<file path="src/rtl/fse_pkg.sv">
package fse_pkg;

    localparam int NSECT = 4;

    typedef enum logic [2:0] {
        PH_IDLE, PH_PROG, PH_WIN, PH_PROTW, PH_PRE, PH_ERASE, PH_SUSP, PH_FAIL
    } phase_e;

    typedef enum logic [2:0] {
        OP_PROGRAM = 3'd0, OP_SECT_ERASE = 3'd1, OP_BULK_ERASE = 3'd2,
        OP_SUSPEND = 3'd3, OP_RESUME = 3'd4, OP_RESET = 3'd5
    } op_e;

    typedef struct packed {
        logic       poll;
        logic       tog;
        logic       err;
        logic       rsv4;
        logic       win_done;
        logic [2:0] rsv;
    } status_t;

    function automatic int max_i(input int a, input int b);
        return (a > b) ? a : b;
    endfunction

    function automatic logic is_status_phase(input phase_e p);
        return (p == PH_PROG) || (p == PH_WIN) || (p == PH_PRE) ||
               (p == PH_ERASE) || (p == PH_FAIL);
    endfunction

endpackage

</file>
<file path="src/rtl/fse_array.sv">
module fse_array #(
    parameter int ADDR_W = 6
) (
    input  logic              clk,
    input  logic              rst,
    input  logic              wr_en,
    input  logic [ADDR_W-1:0] wr_addr,
    input  logic [7:0]        wr_data,
    input  logic              fill_en,
    input  logic [3:0]        fill_mask,
    input  logic [7:0]        fill_val,
    input  logic [ADDR_W-1:0] rd_addr,
    output logic [7:0]        rd_word
);
    localparam int DEPTH     = 1 << ADDR_W;
    localparam int SECT_SIZE = DEPTH / fse_pkg::NSECT;

    logic [7:0] cells [DEPTH];

    for (genvar g = 0; g < DEPTH; g++) begin : g_cell
        localparam int SEC = g / SECT_SIZE;
        logic [7:0] cell_q;
        always_ff @(posedge clk) begin
            if (rst) begin
                cell_q <= 8'hFF;
            end else if (fill_en && fill_mask[SEC]) begin
                cell_q <= fill_val;
            end else if (wr_en && (wr_addr == ADDR_W'(g))) begin
                cell_q <= cell_q & wr_data;
            end
        end
        assign cells[g] = cell_q;
    end

    assign rd_word = cells[rd_addr];
endmodule

</file>
<file path="src/rtl/fse_seq.sv">
module fse_seq
    import fse_pkg::*;
#(
    parameter int ADDR_W    = 6,
    parameter int PROG_CYC  = 6,
    parameter int WIN_CYC   = 16,
    parameter int PRE_CYC   = 5,
    parameter int ERASE_CYC = 8,
    parameter int PROT_CYC  = 10
) (
    input  logic              clk,
    input  logic              rst,
    input  logic              cmd_valid,
    input  logic [2:0]        cmd_op,
    input  logic [ADDR_W-1:0] cmd_addr,
    input  logic [7:0]        cmd_data,
    input  logic [3:0]        prot,
    input  logic              fault,
    output phase_e            phase,
    output logic [3:0]        sel,
    output logic              was_prog,
    output logic [ADDR_W-1:0] prog_addr,
    output logic [7:0]        prog_data,
    output logic              wr_en,
    output logic              fill_en,
    output logic [7:0]        fill_val
);
    localparam int MAXC  = max_i(max_i(max_i(PROG_CYC, WIN_CYC), max_i(PRE_CYC, ERASE_CYC)), PROT_CYC);
    localparam int CNT_W = $clog2(MAXC + 1);
    localparam logic [CNT_W-1:0] C_PROG  = CNT_W'(PROG_CYC - 1);
    localparam logic [CNT_W-1:0] C_WIN   = CNT_W'(WIN_CYC - 1);
    localparam logic [CNT_W-1:0] C_PRE   = CNT_W'(PRE_CYC - 1);
    localparam logic [CNT_W-1:0] C_ERASE = CNT_W'(ERASE_CYC - 1);
    localparam logic [CNT_W-1:0] C_PROT  = CNT_W'(PROT_CYC - 1);

    logic [CNT_W-1:0] cnt;
    phase_e           resume_ph;
    logic             bulk;
    op_e              op;
    logic [1:0]       csec;
    logic [3:0]       cbit;
    logic             hit_rst, hit_susp, cnt_zero;

    always_comb begin
        op       = op_e'(cmd_op);
        csec     = cmd_addr[ADDR_W-1 -: 2];
        cbit     = 4'b0001 << csec;
        cnt_zero = (cnt == '0);
        hit_rst  = cmd_valid && (op == OP_RESET);
        hit_susp = cmd_valid && (op == OP_SUSPEND) && !bulk;
        wr_en    = (phase == PH_PROG) && cnt_zero && !fault;
        fill_en  = ((phase == PH_PRE) || (phase == PH_ERASE)) && cnt_zero &&
                   !fault && !hit_rst && !hit_susp;
        fill_val = (phase == PH_PRE) ? 8'h00 : 8'hFF;
    end

    always_ff @(posedge clk) begin
        if (rst) begin
            phase     <= PH_IDLE;
            resume_ph <= PH_PRE;
            sel       <= '0;
            cnt       <= '0;
            bulk      <= 1'b0;
            was_prog  <= 1'b0;
            prog_addr <= '0;
            prog_data <= '0;
        end else begin
            unique case (phase)
                PH_IDLE: if (cmd_valid) begin
                    if (op == OP_PROGRAM && !prot[csec]) begin
                        phase     <= PH_PROG;
                        cnt       <= C_PROG;
                        prog_addr <= cmd_addr;
                        prog_data <= cmd_data;
                        was_prog  <= 1'b1;
                    end else if (op == OP_SECT_ERASE) begin
                        phase    <= PH_WIN;
                        cnt      <= C_WIN;
                        sel      <= cbit;
                        bulk     <= 1'b0;
                        was_prog <= 1'b0;
                    end else if (op == OP_BULK_ERASE && !(&prot)) begin
                        phase    <= PH_PRE;
                        cnt      <= C_PRE;
                        sel      <= ~prot;
                        bulk     <= 1'b1;
                        was_prog <= 1'b0;
                    end
                end
                PH_PROG: begin
                    if (fault)         phase <= PH_FAIL;
                    else if (cnt_zero) phase <= PH_IDLE;
                    else               cnt   <= cnt - 1'b1;
                end
                PH_WIN: begin
                    if (cmd_valid && op == OP_SECT_ERASE) begin
                        sel <= sel | cbit;
                        cnt <= C_WIN;
                    end else if (cmd_valid && op == OP_SUSPEND) begin
                        phase     <= PH_SUSP;
                        resume_ph <= PH_PRE;
                        sel       <= sel & ~prot;
                        cnt       <= C_PRE;
                    end else if (cmd_valid && op != OP_RESUME) begin
                        phase <= PH_IDLE;
                        sel   <= '0;
                    end else if (cnt_zero) begin
                        if ((sel & ~prot) == '0) begin
                            phase <= PH_PROTW;
                            cnt   <= C_PROT;
                            sel   <= '0;
                        end else begin
                            phase <= PH_PRE;
                            cnt   <= C_PRE;
                            sel   <= sel & ~prot;
                        end
                    end else begin
                        cnt <= cnt - 1'b1;
                    end
                end
                PH_PROTW: begin
                    if (cnt_zero) phase <= PH_IDLE;
                    else          cnt   <= cnt - 1'b1;
                end
                PH_PRE, PH_ERASE: begin
                    if (fault) begin
                        phase <= PH_FAIL;
                    end else if (hit_rst) begin
                        phase <= PH_IDLE;
                        sel   <= '0;
                    end else if (hit_susp) begin
                        phase     <= PH_SUSP;
                        resume_ph <= phase;
                    end else if (cnt_zero) begin
                        if (phase == PH_PRE) begin
                            phase <= PH_ERASE;
                            cnt   <= C_ERASE;
                        end else begin
                            phase <= PH_IDLE;
                            sel   <= '0;
                        end
                    end else begin
                        cnt <= cnt - 1'b1;
                    end
                end
                PH_SUSP: begin
                    if (cmd_valid && op == OP_RESUME) begin
                        phase <= resume_ph;
                    end else if (hit_rst) begin
                        phase <= PH_IDLE;
                        sel   <= '0;
                    end
                end
                PH_FAIL: if (hit_rst) begin
                    phase <= PH_IDLE;
                    sel   <= '0;
                end
                default: phase <= PH_IDLE;
            endcase
        end
    end
endmodule

</file>
<file path="src/rtl/fse_rdmux.sv">
module fse_rdmux
    import fse_pkg::*;
#(
    parameter logic [7:0] BAD_BYTE = 8'hC3
) (
    input  logic       clk,
    input  logic       rst,
    input  logic       rd_en,
    input  logic [1:0] rd_sec,
    input  phase_e     phase,
    input  logic [3:0] sel,
    input  logic       was_prog,
    input  logic       prog_d7,
    input  logic [7:0] arr_word,
    output logic [7:0] rd_data
);
    logic    tog;
    logic    stat;
    status_t st;
    logic [7:0] val;

    always_comb begin
        stat = is_status_phase(phase);
        st   = '0;
        st.tog = tog;
        val  = arr_word;
        unique case (phase)
            PH_PROG:  st.poll = ~prog_d7;
            PH_PRE, PH_ERASE: st.win_done = 1'b1;
            PH_FAIL: begin
                st.poll     = was_prog ? ~prog_d7 : 1'b0;
                st.err      = 1'b1;
                st.win_done = !was_prog;
            end
            default: ;
        endcase
        if (stat)                                val = st;
        else if (phase == PH_PROTW)              val = 8'h00;
        else if (phase == PH_SUSP && sel[rd_sec]) val = BAD_BYTE;
    end

    always_ff @(posedge clk) begin
        if (rst) begin
            rd_data <= 8'h00;
            tog     <= 1'b0;
        end else if (rd_en) begin
            rd_data <= val;
            if (stat) tog <= ~tog;
        end
    end
endmodule

</file>
<file path="src/rtl/fse_engine.sv">
module fse_engine #(
    parameter int         ADDR_W    = 6,
    parameter int         PROG_CYC  = 6,
    parameter int         WIN_CYC   = 16,
    parameter int         PRE_CYC   = 5,
    parameter int         ERASE_CYC = 8,
    parameter int         PROT_CYC  = 10,
    parameter logic [7:0] BAD_BYTE  = 8'hC3
) (
    input  logic              clk,
    input  logic              rst,
    input  logic              cmd_valid,
    input  logic [2:0]        cmd_op,
    input  logic [ADDR_W-1:0] cmd_addr,
    input  logic [7:0]        cmd_data,
    input  logic [3:0]        sect_prot,
    input  logic              fault,
    input  logic              rd_en,
    input  logic [ADDR_W-1:0] rd_addr,
    output logic [7:0]        rd_data
);
    fse_pkg::phase_e   phase;
    logic [3:0]        sel;
    logic              was_prog;
    logic [ADDR_W-1:0] prog_addr;
    logic [7:0]        prog_data;
    logic              wr_en, fill_en;
    logic [7:0]        fill_val;
    logic [7:0]        arr_word;

    fse_seq #(
        .ADDR_W(ADDR_W), .PROG_CYC(PROG_CYC), .WIN_CYC(WIN_CYC),
        .PRE_CYC(PRE_CYC), .ERASE_CYC(ERASE_CYC), .PROT_CYC(PROT_CYC)
    ) u_seq (
        .clk(clk), .rst(rst), .cmd_valid(cmd_valid), .cmd_op(cmd_op),
        .cmd_addr(cmd_addr), .cmd_data(cmd_data), .prot(sect_prot), .fault(fault),
        .phase(phase), .sel(sel), .was_prog(was_prog), .prog_addr(prog_addr),
        .prog_data(prog_data), .wr_en(wr_en), .fill_en(fill_en), .fill_val(fill_val)
    );

    fse_array #(.ADDR_W(ADDR_W)) u_array (
        .clk(clk), .rst(rst), .wr_en(wr_en), .wr_addr(prog_addr), .wr_data(prog_data),
        .fill_en(fill_en), .fill_mask(sel), .fill_val(fill_val),
        .rd_addr(rd_addr), .rd_word(arr_word)
    );

    fse_rdmux #(.BAD_BYTE(BAD_BYTE)) u_rdmux (
        .clk(clk), .rst(rst), .rd_en(rd_en), .rd_sec(rd_addr[ADDR_W-1 -: 2]),
        .phase(phase), .sel(sel), .was_prog(was_prog), .prog_d7(prog_data[7]),
        .arr_word(arr_word), .rd_data(rd_data)
    );
endmodule

</file>
<file path="config.mk">
export PLATFORM = sky130hd
export DESIGN_NAME = fse_engine
export DESIGN_NICKNAME = d
export VERILOG_FILES = /design/src/rtl/fse_pkg.sv /design/src/rtl/fse_array.sv /design/src/rtl/fse_seq.sv /design/src/rtl/fse_rdmux.sv /design/src/rtl/fse_engine.sv
export SDC_FILE = /design/constraint.sdc
export NUM_CORES = 1
export LEC_CHECK = 0
export BUFFER_PORTS_ARGS = -buffer_cell sky130_fd_sc_hd__buf_2
export CORE_MARGIN = 1
export CORE_UTILIZATION = 55
export CTS_CLUSTER_SIZE = 20
export DETAILED_ROUTE_END_ITERATION = 16
export PLACE_DENSITY = 0.8
export SYNTH_ARGS = -nofsm -noshare
export SYNTH_HDL_FRONTEND = slang
export SYNTH_SLANG_ARGS = --single-unit
</file>
<file path="constraint.sdc">
create_clock -name clk -period 3 [get_ports clk]
set_input_delay 0.45 -clock clk [delete_from_list [all_inputs] [get_ports clk]]
set_output_delay 0.45 -clock clk [all_outputs]
set_load 0.1 [all_outputs]
</file>
==> results.py <==
metrics = {
    "clock_network": {
        "cts_resized": 0,
        "clkTransAtPathRegs_ns": 0.06,
        "cts_made_buffers": 54,
        "htree_levels": 2,
        "clock-root-buffer": "clkbuf_16",
        "clk_latency_ns": 0.62,
        "clock_sinks": 552,
        "cts_hold_buffers": 0,
        "cts_max_path_buffers": 3,
        "post_cts_buffers": 0,
        "cts_tree": "built",
    },
    "sta": {
        "skew_ns": 0.0270,
        "max-slew-margin-rel_pct": -1.38,
        "min_period_ns": 2.96,
        "hold_slack_ns": 0.0665,
        "setup_viol": 0,
        "slew_violations": 17,
        "rsz0062_at_grt": "false",
        "worstMarginPinSlew_ns": 1.51,
        "max_freq_mhz": 338,
        "finalHoldViolations": 0,
        "fin_crit_sh_pct": 98.7,
        "setup_slack_ns": 0.0390,
    },
    "yosys": {
        "yosys_warnings": 0,
        "synthCells": 2486,
        "synth_edf_count": 0,
        "syn_area_sq_um": 23300,
        "synth_flop_cell": "dfxtp_1",
        "ys_ff_latch": 552,
        "synthArstFlopShare_pct": 0,
        "synth_cell_types": 79,
        "yosysSeqAreaShare_pct": 47.5,
        "syn_nets": 2519,
        "post_synth.cell_area_avg_sq_um": 9.37,
    },
    "pwr": {
        "power_switching_mw": 5.66,
        "swShare_pct": 30.8,
        "ir_drop_uv": 553,
        "clkPwrFrac_pct": 37.5,
        "p_leak_nw": 9.11,
        "combPwrFrac_pct": 20.2,
        "total_power_mw": 18.4,
        "pwr_density_cell_nw_per_um2": 705,
        "seqPwrFrac_pct": 42.3,
        "p_int_mw": 12.7,
    },
    "floorplanning": {
        "initial_core_util_pct": 55.6,
        "fp.dieArea_sq_um": 43200,
        "floorplan.rows": 75,
        "die_w_um": 208,
        "die_y_um": 208,
        "ios": 40,
        "core_sq_um": 41900,
    },
    "global_routing": {
        "grt_usage_pct": 32.4,
        "grt_max_degree": 94,
        "grt_pass1_vias": 19234,
        "antenna_found_initial": 4,
        "grt_pass1_wl_mm": 109,
        "gr-total-overflow": 0,
    },
    "drt": {
        "ant_nets": 0,
        "via_per_inst": 6.64,
        "route.detailed.wl_per_inst_um": 23.2,
        "finalWirelength_mm": 70.6,
        "dr.pass1.iters": 9,
        "first_iter_violations": 2765,
        "drc": 0,
        "vias": 20241,
    },
    "finish": {
        "final_cell_mix": "nand2_1 (563), dfxtp_1 (552), o21ai_0 (509), mux4_2 (129), buf_4 (70)",
        "fin_nets": 2500,
        "area_growth_pct": 12.0,
        "final_common_cell": "nand2_1",
        "drive_gt1_share_pct": 14.8,
        "n_fill_cell": 3281,
    },
    "setup_path": {
        "rrSetupSlack_ns": 0.04,
        "r2r_cells": 7,
        "crit_required_ns": 3.54,
        "cp_max_fo": 93,
        "critPathLaunch": "u_seq.cnt[0]",
        "timing.rr.start": "u_seq.cnt[0]",
        "critical_path_arrival_ns": 3.50,
        "crit_end": "u_array.g_cell[16].cell_q[7]",
        "start_kind": "flip-flop",
        "critPathKind": "flip-flop to flip-flop",
        "r2r-end": "u_array.g_cell[16].cell_q[7]",
        "crit_path_end_kind": "flip-flop",
    },
    "status": {
        "outcome": "finished with violations",
        "failed_checks": "max-capacitance violations, max-slew violations",
    },
    "placed_design": {
        "io_buffers": 39,
        "routabilityCongestion": 0.932,
        "post-dp-hpwl_mm": 46.1,
        "dp_worst_setup_slack_ns": -0.0393,
    },
    "min_path": {
        "min_path_type": "input port to flip-flop",
    },
    "flow_run": {
        "drv_cap": 1,
    },
}
## routing by layer
metal  routed length, um  global-route usage (%)  up-vias
li1                    -                       -     8985
met1               27400                    42.7     9773
met2               31700                    49.3     1234
met3                7880                    7.97      245
met4                3690                    17.1        4
met5                  23                       0        -
## sequential cells by signal, summed over array words and instances, names as in the netlist
name,flops
u_rdmux.tog,1
u_seq.sel,4
u_array.g_cell.cell_q,512
u_seq.cnt,5
u_seq.prog_data,8
u_rdmux.rd_data,8
u_seq.was_prog,1
u_seq.phase,3
u_seq.resume_ph,3
u_seq.bulk,1
u_seq.prog_addr,6
## Yosys cell counts (4+ instances only)
master	instances	area, sq um
o211ai_1	5	37.5
o21ai_1	26	130
nor2_1	42	158
clkbuf_1	104	390
mux2_2	6	67.6
a31oi_1	38	238
nand2_1	563	2110
nand2b_1	14	87.6
nor3_1	22	110
a2111oi_0	5	43.8
nor4_4	4	85.1
a32oi_1	65	569
inv_1	25	93.8
nor4_1	10	62.6
buf_1	13	48.8
o22ai_1	7	43.8
nand3b_1	8	60.1
o41ai_1	5	43.8
nor2b_1	19	119
o21a_1	5	37.5
a21oi_1	38	190
a22oi_1	8	60.1
a211oi_1	13	97.6
or3_1	6	37.5
dfxtp_1	552	11100
o32ai_1	7	61.3
buf_2	64	320
mux2i_1	42	420
nor3b_1	7	52.6
o21ai_0	510	2550
nand3_1	19	95.1
a41oi_1	6	52.6
mux4_2	129	2910
and3_1	5	31.3
nand4_1	8	50.1
buf_4	17	128
## through the flow
| step | setup TNS, ns | cells | instance area (sq um) | utilization (%) |
|---|---|---|---|---|
| final | 0 | 3050 | 26100 | 62.3 |
| after CTS | 0 | 3049 | 26000 | 62.2 |
| after floorplan | 0 | 2486 | 23300 | - |
| after detailed placement | -0.102 | 2950 | 24200 | 57.8 |
| after global routing | 0 | 3049 | 26100 | 62.3 |
| after global placement | 0 | 2950 | 24200 | 57.8 |
## area by class of cell
cell class | instances | area [sq um] | area share, %
sequential | 552 | 11100 | 42.4
antenna | 1 | 2.50 | 0.00960
multi-input combinational | 1708 | 11400 | 43.6
clock buffer | 82 | 1590 | 6.09
clock inverter | 17 | 220 | 0.844
tap | 539 | 674 | 2.59
timing repair buffer | 124 | 1070 | 4.11
inverter | 27 | 101 | 0.389
## how the worst min path moves through the flow
stage | start | end | slack (ns) | depth (start not counted)
floorplan | u_seq.resume_ph[1] | u_seq.resume_ph[1] | 0.42 | 2
global placement | u_seq.resume_ph[1] | u_seq.resume_ph[1] | 0.43 | 2
detailed placement | u_seq.resume_ph[1] | u_seq.resume_ph[1] | 0.44 | 2
CTS | cmd_data[5] | u_seq.prog_data[5] | 0.06 | 3
global route | cmd_data[1] | u_seq.prog_data[1] | 0.07 | 3
finish | cmd_addr[2] | u_seq.prog_addr[2] | 0.07 | 3
## critical path: stages (launching register included)
cell	delay (ns)
dfxtp_1	0.40
inv_1	0.06
ha_1	0.24
nor4b_4	0.17
buf_12	0.22
a31oi_1	1.23
o21ai_0	0.32
nand2_1	0.18
## power groups by stage
stage	clock network, mW	registers [mW]	logic, mW
finish	6.89	7.77	3.71
global route	7.22	7.80	3.94
CTS	6.92	7.77	3.57
detailed placement	0	7.92	3.55
global placement	0	7.91	3.48
floorplan	0	8.05	2.39
## kinds of logic after synthesis
kind of cell | share of synthesized area [%]
AO/OA/AOI/OAI | 19.2
AND/OR/NAND/NOR | 14.3
flip-flops | 47.5
buffers and inverters | 4.29
multiplexers | 14.6
XOR/XNOR | 0.113
adder cells (fa/ha/maj) | 0.0537
Power figures use the tool's default switching activity.
